`src/rtl/tap_timing_seq.sv`:
```
module tap_timing_seq #(
  parameter int SHORT_WAIT = 500,
  parameter int LONG_WAIT  = 100000,
  localparam int CW = $clog2((LONG_WAIT > SHORT_WAIT ? LONG_WAIT : SHORT_WAIT) + 1) + 1
) (
  input  logic        clk,
  input  logic        rst_n,
  input  logic        start,
  input  logic        sdio_sel,
  input  logic [3:0]  speed_mode,
  input  logic        phase_force,
  input  logic [4:0]  phase_value,
  output logic        busy,
  output logic        wr_en,
  output logic [1:0]  wr_addr,
  output logic [31:0] wr_data,
  output logic        done
);

  localparam logic [1:0] A_CLK = 2'd0;
  localparam logic [1:0] A_EXT = 2'd1;
  localparam logic [1:0] A_SHF = 2'd2;
  localparam logic [3:0] CLK_DIV = 4'd7;

  typedef enum logic [2:0] {S_IDLE, S_CLR, S_WS, S_EXT, S_SHF, S_CLK, S_WL, S_DONE} st_t;
  st_t st;

  function automatic logic [19:0] tbl(input logic sdio, input logic [3:0] m);
    logic [19:0] r;
    r = '0;
    case ({sdio, m})
      5'h00, 5'h10: r = {5'd7, 5'd0, 5'd15, 5'd15};
      5'h01:        r = {5'd6, 5'd0, 5'd4,  5'd4 };
      5'h02:        r = {5'd6, 5'd0, 5'd3,  5'd3 };
      5'h03:        r = {5'd6, 5'd0, 5'd15, 5'd15};
      5'h04:        r = {5'd6, 5'd0, 5'd2,  5'd2 };
      5'h05:        r = {5'd4, 5'd0, 5'd11, 5'd0 };
      5'h06:        r = {5'd6, 5'd4, 5'd15, 5'd0 };
      5'h12, 5'h13: r = {5'd6, 5'd0, 5'd15, 5'd15};
      5'h14:        r = {5'd6, 5'd0, 5'd0,  5'd0 };
      5'h15:        r = {5'd4, 5'd0, 5'd12, 5'd0 };
      5'h16:        r = {5'd5, 5'd4, 15 == 15 ? 5'd15 : 5'd0, 5'd0};
      default:      r = '0;
    endcase
    return r;
  endfunction

  logic [19:0] ent;
  logic [5:0]  psum;
  logic [4:0]  ph;
  logic        shf_n, use_n;

  assign ent   = tbl(sdio_sel, speed_mode);
  assign psum  = {1'b0, ent[9:5]} + {1'b0, ent[4:0]};
  assign ph    = phase_force ? phase_value : psum[5:1];
  assign shf_n = (speed_mode == 4'd5 || speed_mode == 4'd6) && ph >= 5'd4 && ph <= 5'd12;
  assign use_n = (speed_mode == 4'd6) && ph >= 5'd11 && ph <= 5'd14;

  logic [31:0]   ext_q;
  logic          shf_q, use_q;
  logic [CW-1:0] cnt;

  always_ff @(posedge clk or negedge rst_n) begin
    if (!rst_n) begin
      st    <= S_IDLE;
      ext_q <= '0;
      shf_q <= 1'b0;
      use_q <= 1'b0;
      cnt   <= '0;
    end else begin
      case (st)
        S_IDLE: if (start) begin
          ext_q <= {1'b0, ent[14:10], ent[19:15], ph, 16'h0};
          shf_q <= shf_n;
          use_q <= use_n;
          st    <= S_CLR;
        end
        S_CLR: begin
          cnt <= CW'(SHORT_WAIT - 1);
          st  <= S_WS;
        end
        S_WS: if (cnt == '0) st <= S_EXT; else cnt <= cnt - 1'b1;
        S_EXT: st <= S_SHF;
        S_SHF: st <= S_CLK;
        S_CLK: begin
          cnt <= CW'(LONG_WAIT - 1);
          st  <= S_WL;
        end
        S_WL: if (cnt == '0) st <= S_DONE; else cnt <= cnt - 1'b1;
        default: st <= S_IDLE;
      endcase
    end
  end

  assign busy  = (st != S_IDLE);
  assign done  = (st == S_DONE);
  assign wr_en = (st == S_CLR) || (st == S_EXT) || (st == S_SHF) || (st == S_CLK);

  always_comb begin
    wr_addr = A_CLK;
    wr_data = '0;
    case (st)
      S_EXT: begin wr_addr = A_EXT; wr_data = ext_q; end
      S_SHF: begin wr_addr = A_SHF; wr_data = {31'h0, shf_q}; end
      S_CLK: wr_data = {15'h0, 1'b1, 2'b00, use_q, 1'b0, CLK_DIV, 8'h00};
      default: ;
    endcase
  end

endmodule


```
`config.mk`:
```
export PLATFORM = sky130hd
export DESIGN_NAME = tap_timing_seq
export DESIGN_NICKNAME = d
export VERILOG_FILES = /design/src/rtl/tap_timing_seq.sv
export SDC_FILE = /design/constraint.sdc
export NUM_CORES = 1
export LEC_CHECK = 0
export ABC_AREA = 1
export BUFFER_PORTS_ARGS = -buffer_cell sky130_fd_sc_hd__buf_4
export CAP_MARGIN = 20
export CORE_MARGIN = 2
export CORE_UTILIZATION = 25
export DETAILED_ROUTE_END_ITERATION = 7
export HOLD_SLACK_MARGIN = 0.06
export PLACE_DENSITY = 0.52
export SYNTH_ARGS = -nofsm -noshare
export SYNTH_HDL_FRONTEND = slang
export SYNTH_SLANG_ARGS = --single-unit
```
`constraint.sdc`:
```
create_clock -name clk -period 3.4 [get_ports clk]
set_clock_uncertainty 0.2 [all_clocks]
set_input_delay 0 -clock clk [delete_from_list [all_inputs] [get_ports clk]]
set_output_delay 0 -clock clk [all_outputs]
set_load 0.05 [all_outputs]
```
Yosys cells after proc, flatten, opt, wreduce, memory -nomap -nowiden
Memories as Yosys holds them, arrays and structs flattened.
Index checks and enable logic that the tools add are counted.
{"block": "classes", "mul": 0, "reduce_logical": 16, "n_eq_ne": 13, "muxes": 9, "addsub": 2, "n_div": 0, "n_bitwise": 0, "shift": 0, "n_lt_le_gt_ge": 4}
{"cell": "one-hot mux 31 bit (3 select lines)", "count": 1}
{"cell": "one-hot mux 18 bit (3 select lines)", "count": 1}
{"cell": "one-hot mux 3 bit (7 select lines)", "count": 1}
{"cell": "zero test 18 bit", "count": 1}
{"cell": "two-way mux 18 bit", "count": 1}
{"cell": "subtractor 18 x 1 -> 18 bit, second input constant", "count": 1}
{"cell": "equality test 3 bit, second input constant", "count": 4}
{"cell": "<= comparator 5 x 4 -> 1 bit, second input constant", "count": 2}
{"cell": "two-way mux 3 bit", "count": 3}
{"cell": "equality test 4 x 3 -> 1 bit, second input constant", "count": 2}
{"cell": "!= test 2 bit, second input constant", "count": 4}
{"cell": "adder 5 x 5 -> 6 bit", "count": 1}
{"cell": "equality test 3 x 2 -> 1 bit, second input constant", "count": 2}
{"cell": "nonzero test 3 bit", "count": 2}
{"cell": "greater-or-equal comparator 5 x 3 -> 1 bit, second input constant", "count": 1}
{"cell": "greater-or-equal comparator 5 x 4 -> 1 bit, second input constant", "count": 1}
{"cell": "two-way mux 5 bit", "count": 1}
{"cell": "logical AND 1 bit", "count": 4}
{"cell": "logical OR 1 bit", "count": 4}
{"cell": "one-hot mux 2 bit (2 select lines)", "count": 1}
{"cell": "AND reduction 2 bit", "count": 2}
{"cell": "equality test 3 x 1 -> 1 bit, second input constant", "count": 1}
{"cell": "zero test 3 bit", "count": 1}
{"cell": "AND reduction 3 bit", "count": 1}
{"cell": "OR reduction 2 bit", "count": 1}
{"block": "word_totals", "latch_bits": 0, "inputBits": 14, "ff_bits": 38, "output_inout_bits": 37, "mem_count": 1, "rom_bits": 384, "wordCells": 50, "mem_bits_rw": 0}
{"name": "(no name shown)", "depth": 32, "width": 12, "read_ports": 1, "rd_ports_with_merged_regs": 0, "write_ports": 0, "line_no": "31", "rtl": "case ({sdio, m})"}

Depth between registers and ports, before layout
Gate-level depths: netlist (run 1).
An unclocked memory read counts as a cell.
{"block": "logic_depth", "ltp_word": 6, "ltp_mapped": 20, "ltp_nobuf": 20}

Worst setup path after synthesis (run 1)
Ideal clock, no wire load.
{"block": "synth_path", "path_type": "reg-to-output", "startpoint": "register st[0]", "endpoint": "output port wr_data[17]", "arrival_ps": 2425, "path_buffers": 0, "required_ps": 3200, "path_slack_ps": 775, "stages_incl_launch_ff": 5, "path_cell_list": "dfrtp_1 > nand2_1 > nor2_1 > clkinv_1 > nor2_1"}
{"block": "synth_via", "elab_chain_len": 2, "word_cells_on_any_way": 4, "classes_between": "eq/ne (3); mux (1)"}
{"element": "start: declaration", "line_no": "26", "rtl": "st_t st;"}
{"element": "start signal: assignment", "line_no": "65", "rtl": "st <= S_IDLE;"}
{"element": "start signal: assignment", "line_no": "76", "rtl": "st <= S_CLR;"}
{"element": "start signal: assignment", "line_no": "80", "rtl": "st <= S_WS;"}
{"element": "equality test 3 bit / equality test 3 x 2 -> 1 bit (equally long branches)", "line_no": "102", "rtl": "case (st)"}
{"element": "one-hot mux 31 bit (3 select lines) *", "line_no": "102"}
{"element": "end: declaration", "line_no": "16", "rtl": "output logic [31:0] wr_data,"}
Mark *: on every way between the ends. The rest lies on a longest branch, timed or not.

Worst setup path in the final report (run 1)
{"block": "layout_path", "startpoint": "input port speed_mode[2]", "endpoint": "register shf_q"}
{"block": "layout_via", "elab_chain_len": 6, "word_cells_on_any_way": 10, "classes_between": "add/sub (1); order compare (2); eq/ne (2); mux (1); reduce/logical (3); memory (1)"}
{"element": "start: declaration", "line_no": "10", "rtl": "input logic [3:0] speed_mode,"}
{"element": "memory (32 x 12 bit)"}
{"element": "adder 5 x 5 -> 6 bit", "line_no": "54", "rtl": "assign psum = {1'b0, ent[9:5]} + {1'b0, ent[4:0]};"}
{"element": "two-way mux 5 bit", "line_no": "55", "rtl": "assign ph = phase_force ? phase_value : psum[5:1];"}
{"element": "greater-or-equal comparator 5 x 3 -> 1 bit", "line_no": "56", "rtl": "assign shf_n = (speed_mode == 4'd5 || speed_mode == 4'd6) && ph >= 5'd4 && ph <= 5'd12;"}
{"element": "logical AND 1 bit", "line_no": "56"}
{"element": "logical AND 1 bit *", "line_no": "56"}
{"element": "end signal: assignment", "line_no": "74", "rtl": "shf_q <= shf_n;"}
{"element": "end: declaration", "line_no": "60", "rtl": "logic shf_q, use_q;"}
Marked as above.
A chain may end at the register's enable or synchronous reset.

==> results of run 1 <==
[critical path, stage by stage]
cell and delay, ns:
dlygate4sd3_1 0.53, buf_4 0.16, nor2_1 0.24, inv_1 0.10, o21ai_0 0.28, nand2_1 0.09, inv_1 0.06, ha_1 0.26
a21oi_1 0.23, nand2_1 0.08, nand2_1 0.06, nand3_1 0.14, nand3_1 0.13, nand2_1 0.06, nand3_1 0.06, dlygate4sd3_1 0.54
nand2_1 0.04
[state kept, by name, indices dropped and copies added (netlist names)]
register  flops
cnt          18
ext_q         9
st            3
shf_q         1
use_q         1
[layout make-up]
class                      count  area [um^2]
clock buffer                   7         86.3
clock inverter                 1         7.51
fill                        1069         6600
inverter                      56          210
multi-input combinational    261         1340
sequential                    32          801
tap                          133          166
timing repair buffer          54          470
[metrics by stage]
step	cells	setup slack, ns
after CTS	544	0.340
after floorplan	373	0.775
after global routing	544	0.0492
after global placement	514	0.892
after detailed placement	514	0.799
final	544	0.298
[layout by cell type, fill, tap and decap left out, types with 4 or more instances in the layout]
cell	instances
a21oi_1	11
a22oi_1	4
buf_4	32
clkbuf_8	6
conb_1	18
dfrtp_1	32
dlygate4sd3_1	21
ha_1	9
inv_1	52
nand2_1	78
nand3_1	26
nor2_1	46
nor2_2	6
o21ai_0	28
xor2_1	4
[routing by layer]
metal / up-vias / wire, um / track usage
met4: 0 / 79 / 0.0374
met5: - / 0 / 0
met1: 1041 / 2620 / 0.140
li1: 1191 / - / -
met3: 7 / 243 / 0.0269
met2: 40 / 3050 / 0.218
[final timing paths]
path / endpoint / depth (start not counted) / slack, ns / start
worst max-delay path: shf_q / 17 / 0.30 / speed_mode[2]
worst min-delay path: ext_q[21] / 5 / 0.08 / speed_mode[1]
worst max register to register: shf_q / 8 / 1.10 / st[0]
worst min register to register: ext_q[16] / 2 / 0.27 / ext_q[16]
max in group asynchronous: cnt[0] / 4 / 2.26 / rst_n
min in group asynchronous: cnt[16] / 4 / 0.54 / rst_n
[power by group through the flow]
stage	combinational (mW)	sequential [mW]	clock [mW]
finish	1.22	0.640	0.317
CTS	1.24	0.639	0.326
detailed placement	1.21	0.646	0
floorplan	0.973	0.619	0
global route	1.37	0.660	0.343
global placement	1.19	0.643	0
[cell families (layout without fill, tap and decap cells)]
kind of cell,Yosys count,count (layout),synth area share
AND/OR/NAND/NOR,175,175,0.318
XOR/XNOR,5,5,0.0178
adder cells (fa/ha/maj),10,10,0.0538
other,1,18,0.00152
buffers and inverters,80,118,0.157
AO/OA/AOI/OAI,53,53,0.127
flip-flops,32,32,0.325
==> impl_metrics.toml, run 1 <==
[floorplanning]
die_area_um2 = 10700
die_width_um = 103
io_pins = 51
initial_core_util = 0.255
core-area_um2 = 9680
die_y_um = 103
fp-row-count = 36

[routing]
ant_nets = 0
via_per_inst = 4.19
drcViolationCount = 0
drt_iter0_drc = 66
wire_per_inst_um = 11.0
drtPass1Iterations = 4
drt-total-wl_um = 6000
vias = 2279

[synthesis]
ys_top_cells_by_area = "dfrtp_1 32%, nand2_1 12%, inv_1 7.9%"
yosys_warnings = 0
syn_area_per_cell_um2 = 6.93
ys_seq_area_frac = 0.325
synthTopCellsByCount = "78 x nand2_1, 52 x inv_1, 46 x nor2_1, 32 x dfrtp_1, 28 x o21ai_0"
yosysTopAreaCell = "dfrtp_1"
ys_types = 39
yosysMostFrequentCell = "nand2_1"
netlist_instances = 356
synth-seq-cells = 32
synth_edf_count = 0
netlist_area_um2 = 2470
yosysTopAreaCellShare = 0.325
async_flop_share = 1.00
synthFlopType = "dfrtp_1"

[pwr]
seq_power_share = 0.295
cellInternalPower_mw = 1.05
p_per_area_nw_per_um2 = 705
fin_total_pwr_mw = 2.17
swShare = 0.516
peakVddDrop_v = 0.000239
clkPwrFrac = 0.146
power.switching_mw = 1.12
leakage_nw = 1.54
pwr-share-comb = 0.560

[clock_network]
post-cts-setup-buffers = 0
ctsLongestPathBuffers = 2
cts_tree = "built"
root_buffer = "clkbuf_8"
numCtsBuffers = 5
clk_latency_ns = 0.29
post_cts_resized = 0
holdBufCountCts = 22
cts_sinks = 32
h-tree-depth = 2
clk_pin_slew_ns = 0.07

[placed_design]
port_buffers = 32
place_hpwl_um = 4530
dpl_cell_area_um2 = 2760
gp_congestion = 0.837

[sta]
final_hold_viol_count = 0
finalCritPeriodShare = 0.912
slew_violations = 0
setup_violations = 0
rsz0062_at_grt = "no"
clock.fmax_ghz = 0.322
period_needed_ns = 3.10
maxSlewHeadroom = 0.547
worstMarginPinSlew_ns = 0.677
fin_setup_tns_ns = 0
timing.hold.ws_ns = 0.0780

[setup_path]
arrival_ns = 3.08
crit_fanout = 7
endpoint_kind = "flip-flop"
cp-start-kind = "primary input"
worstPathRequired_ns = 3.38
path_class = "primary input to flip-flop"

[job]
drv_cap = 0

[cells_and_area]
fin_area_um2 = 3080
syn_to_final_growth_pct = 25.0
layout-drive-gt1-share = 0.161
fin_nets = 434
postLayoutCoreUtil = 0.318
antennaDiodeCount = 0

[global_routing]
grt_pass1_vias = 2234
grt_pass1_wl_um = 10000
grt_usage = 0.120
grt_max_degree = 33
antenna_found_initial = 0
gr-total-overflow = 0

[worst_hold_path]
min_path_type = "primary input to flip-flop"

[run_status]
outcome = "finished, final reports clean"
(Power assumes the default switching activity.)
==> inputs of run 2 (changes only) <==
- SETUP_SLACK_MARGIN: not set -> 0.4
==> impl_metrics.toml, run 2 (synthesized netlist as in run 1, its figures left out) <==
[floorplanning]
initial_core_util = 0.255
die_width_um = 103
die_area_um2 = 10700
core-area_um2 = 9680
die_y_um = 103
io_pins = 51
fp-row-count = 36

[clock_network]
cts_sinks = 32
clk_pin_slew_ns = 0.07
ctsLongestPathBuffers = 2
post-cts-setup-buffers = 0
cts_tree = "built"
clk_latency_ns = 0.29
root_buffer = "clkbuf_8"
numCtsBuffers = 5
h-tree-depth = 2

[sta]
fin_setup_tns_ns = 0
clock.fmax_ghz = 0.360
maxSlewHeadroom = 0.559
worstMarginPinSlew_ns = 0.660
finalCritPeriodShare = 0.817
setup_violations = 0
final_hold_viol_count = 0
period_needed_ns = 2.78
slew_violations = 0
rsz0062_at_grt = "no"
timing.hold.ws_ns = 0.0752

[setup_path]
endpoint_kind = "flip-flop"
worstPathRequired_ns = 3.41
crit_fanout = 7
path_class = "primary input to flip-flop"
cp-start-kind = "primary input"
arrival_ns = 2.79

[cells_and_area]
regMostFlops = "cnt"
layout-drive-gt1-share = 0.161
largestRegisters = "cnt (18), ext_q (9), st (3)"
fin_nets = 433
fin_cells = 543
antennaDiodeCount = 0
syn_to_final_growth_pct = 24.6
largest_reg_flops = 18
layout_commonest_cell = "nand2_1"
layout_common_cells = "78 x nand2_1, 52 x inv_1, 46 x nor2_1"

[global_routing]
grt_usage = 0.120
grt_pass1_vias = 2231
antenna_found_initial = 0
grt_max_degree = 33
gr-total-overflow = 0
grt_pass1_wl_um = 10000

[placed_design]
place_hpwl_um = 4530
dp.cells = 514
gp_congestion = 0.837
port_buffers = 32

[routing]
wire_per_inst_um = 11.1
via_per_inst = 4.17
drt_iter0_drc = 78
drtPass1Iterations = 4
drcViolationCount = 0
vias = 2264
drt-total-wl_um = 6010
ant_nets = 0

[run_status]
outcome = "finished, final reports clean"

[worst_hold_path]
min_path_type = "primary input to flip-flop"

[pwr]
leakage_nw = 1.54
p_per_area_nw_per_um2 = 708
peakVddDrop_v = 0.000239

[job]
drv_cap = 0
run 2: cell types whose count changed in the layout (fill, tap and decap cells not counted):
cell,delta
dlygate4sd3_1,-1
o21ai_0,-1
o21ai_1,+1
run 2: routing by layer:
metal	up-vias	share of wire	GRT usage
met5	-	0	0
met4	0	0.0098	0.0374
met3	4	0.046	0.0269
met2	43	0.51	0.218
met1	1028	0.44	0.141
li1	1189	-	-
run 2: timing repair:
action,4_1_cts,5_1_grt
resized for setup,0,1
hold buffers,21,0
setup endpoints to repair,0,2
endpoints found under the hold margin,44,0
run 2: through the flow:
stage | setup slack, ns | utilization | cell area (um^2) | power [mW]
6_report | 0.622 | 0.317 | 3070 | 2.18
5_1_grt | 0.413 | 0.317 | 3070 | 2.37
4_1_cts | 0.579 | 0.317 | 3070 | 2.20
3_5_place_dp | 0.799 | 0.285 | 2760 | 1.85
3_3_place_gp | 0.892 | 0.285 | 2760 | 1.83
2_1_floorplan | 0.775 | - | 2530 | 1.59
run 2: power breakdown:
part / internal [mW] / switching [mW] / leakage [nW]
Clock: 0.165 / 0.153 / 0.0445
Combinational: 0.359 / 0.858 / 1.09
Sequential: 0.528 / 0.112 / 0.399
run 2: path summary, 6_finish.rpt:
path | start | end | slack, ns | cells past startpoint
min in group asynchronous | rst_n | cnt[16] | 0.54 | 4
hold / removal | speed_mode[1] | ext_q[21] | 0.08 | 5
setup reg to reg | st[0] | ext_q[19] | 1.20 | 6
setup / recovery | speed_mode[2] | ext_q[17] | 0.62 | 14
hold reg to reg | ext_q[16] | ext_q[16] | 0.27 | 2
max in group asynchronous | rst_n | cnt[0] | 2.27 | 4
run 2: cell type report:
type                            count  area (um^2)
Sequential cell                    32          801
Tap cell                          133          166
Multi-Input combinational cell    261         1340
Fill cell                        1067         6610
Inverter                           56          210
Clock inverter                      1         7.51
Clock buffer                        7         86.3
Timing Repair Buffer               53          460
run 2: worst max-delay path, cell delays in order:
cell and delay, ns:
dlygate4sd3_1 0.53, buf_4 0.16, nor2_1 0.24, inv_1 0.10
o21ai_0 0.22, o21ai_0 0.11, inv_1 0.07, ha_1 0.26
nand2_1 0.09, nand2_1 0.04, o21ai_0 0.25, dlygate4sd3_1 0.60
nand2_1 0.04, o21ai_0 0.07
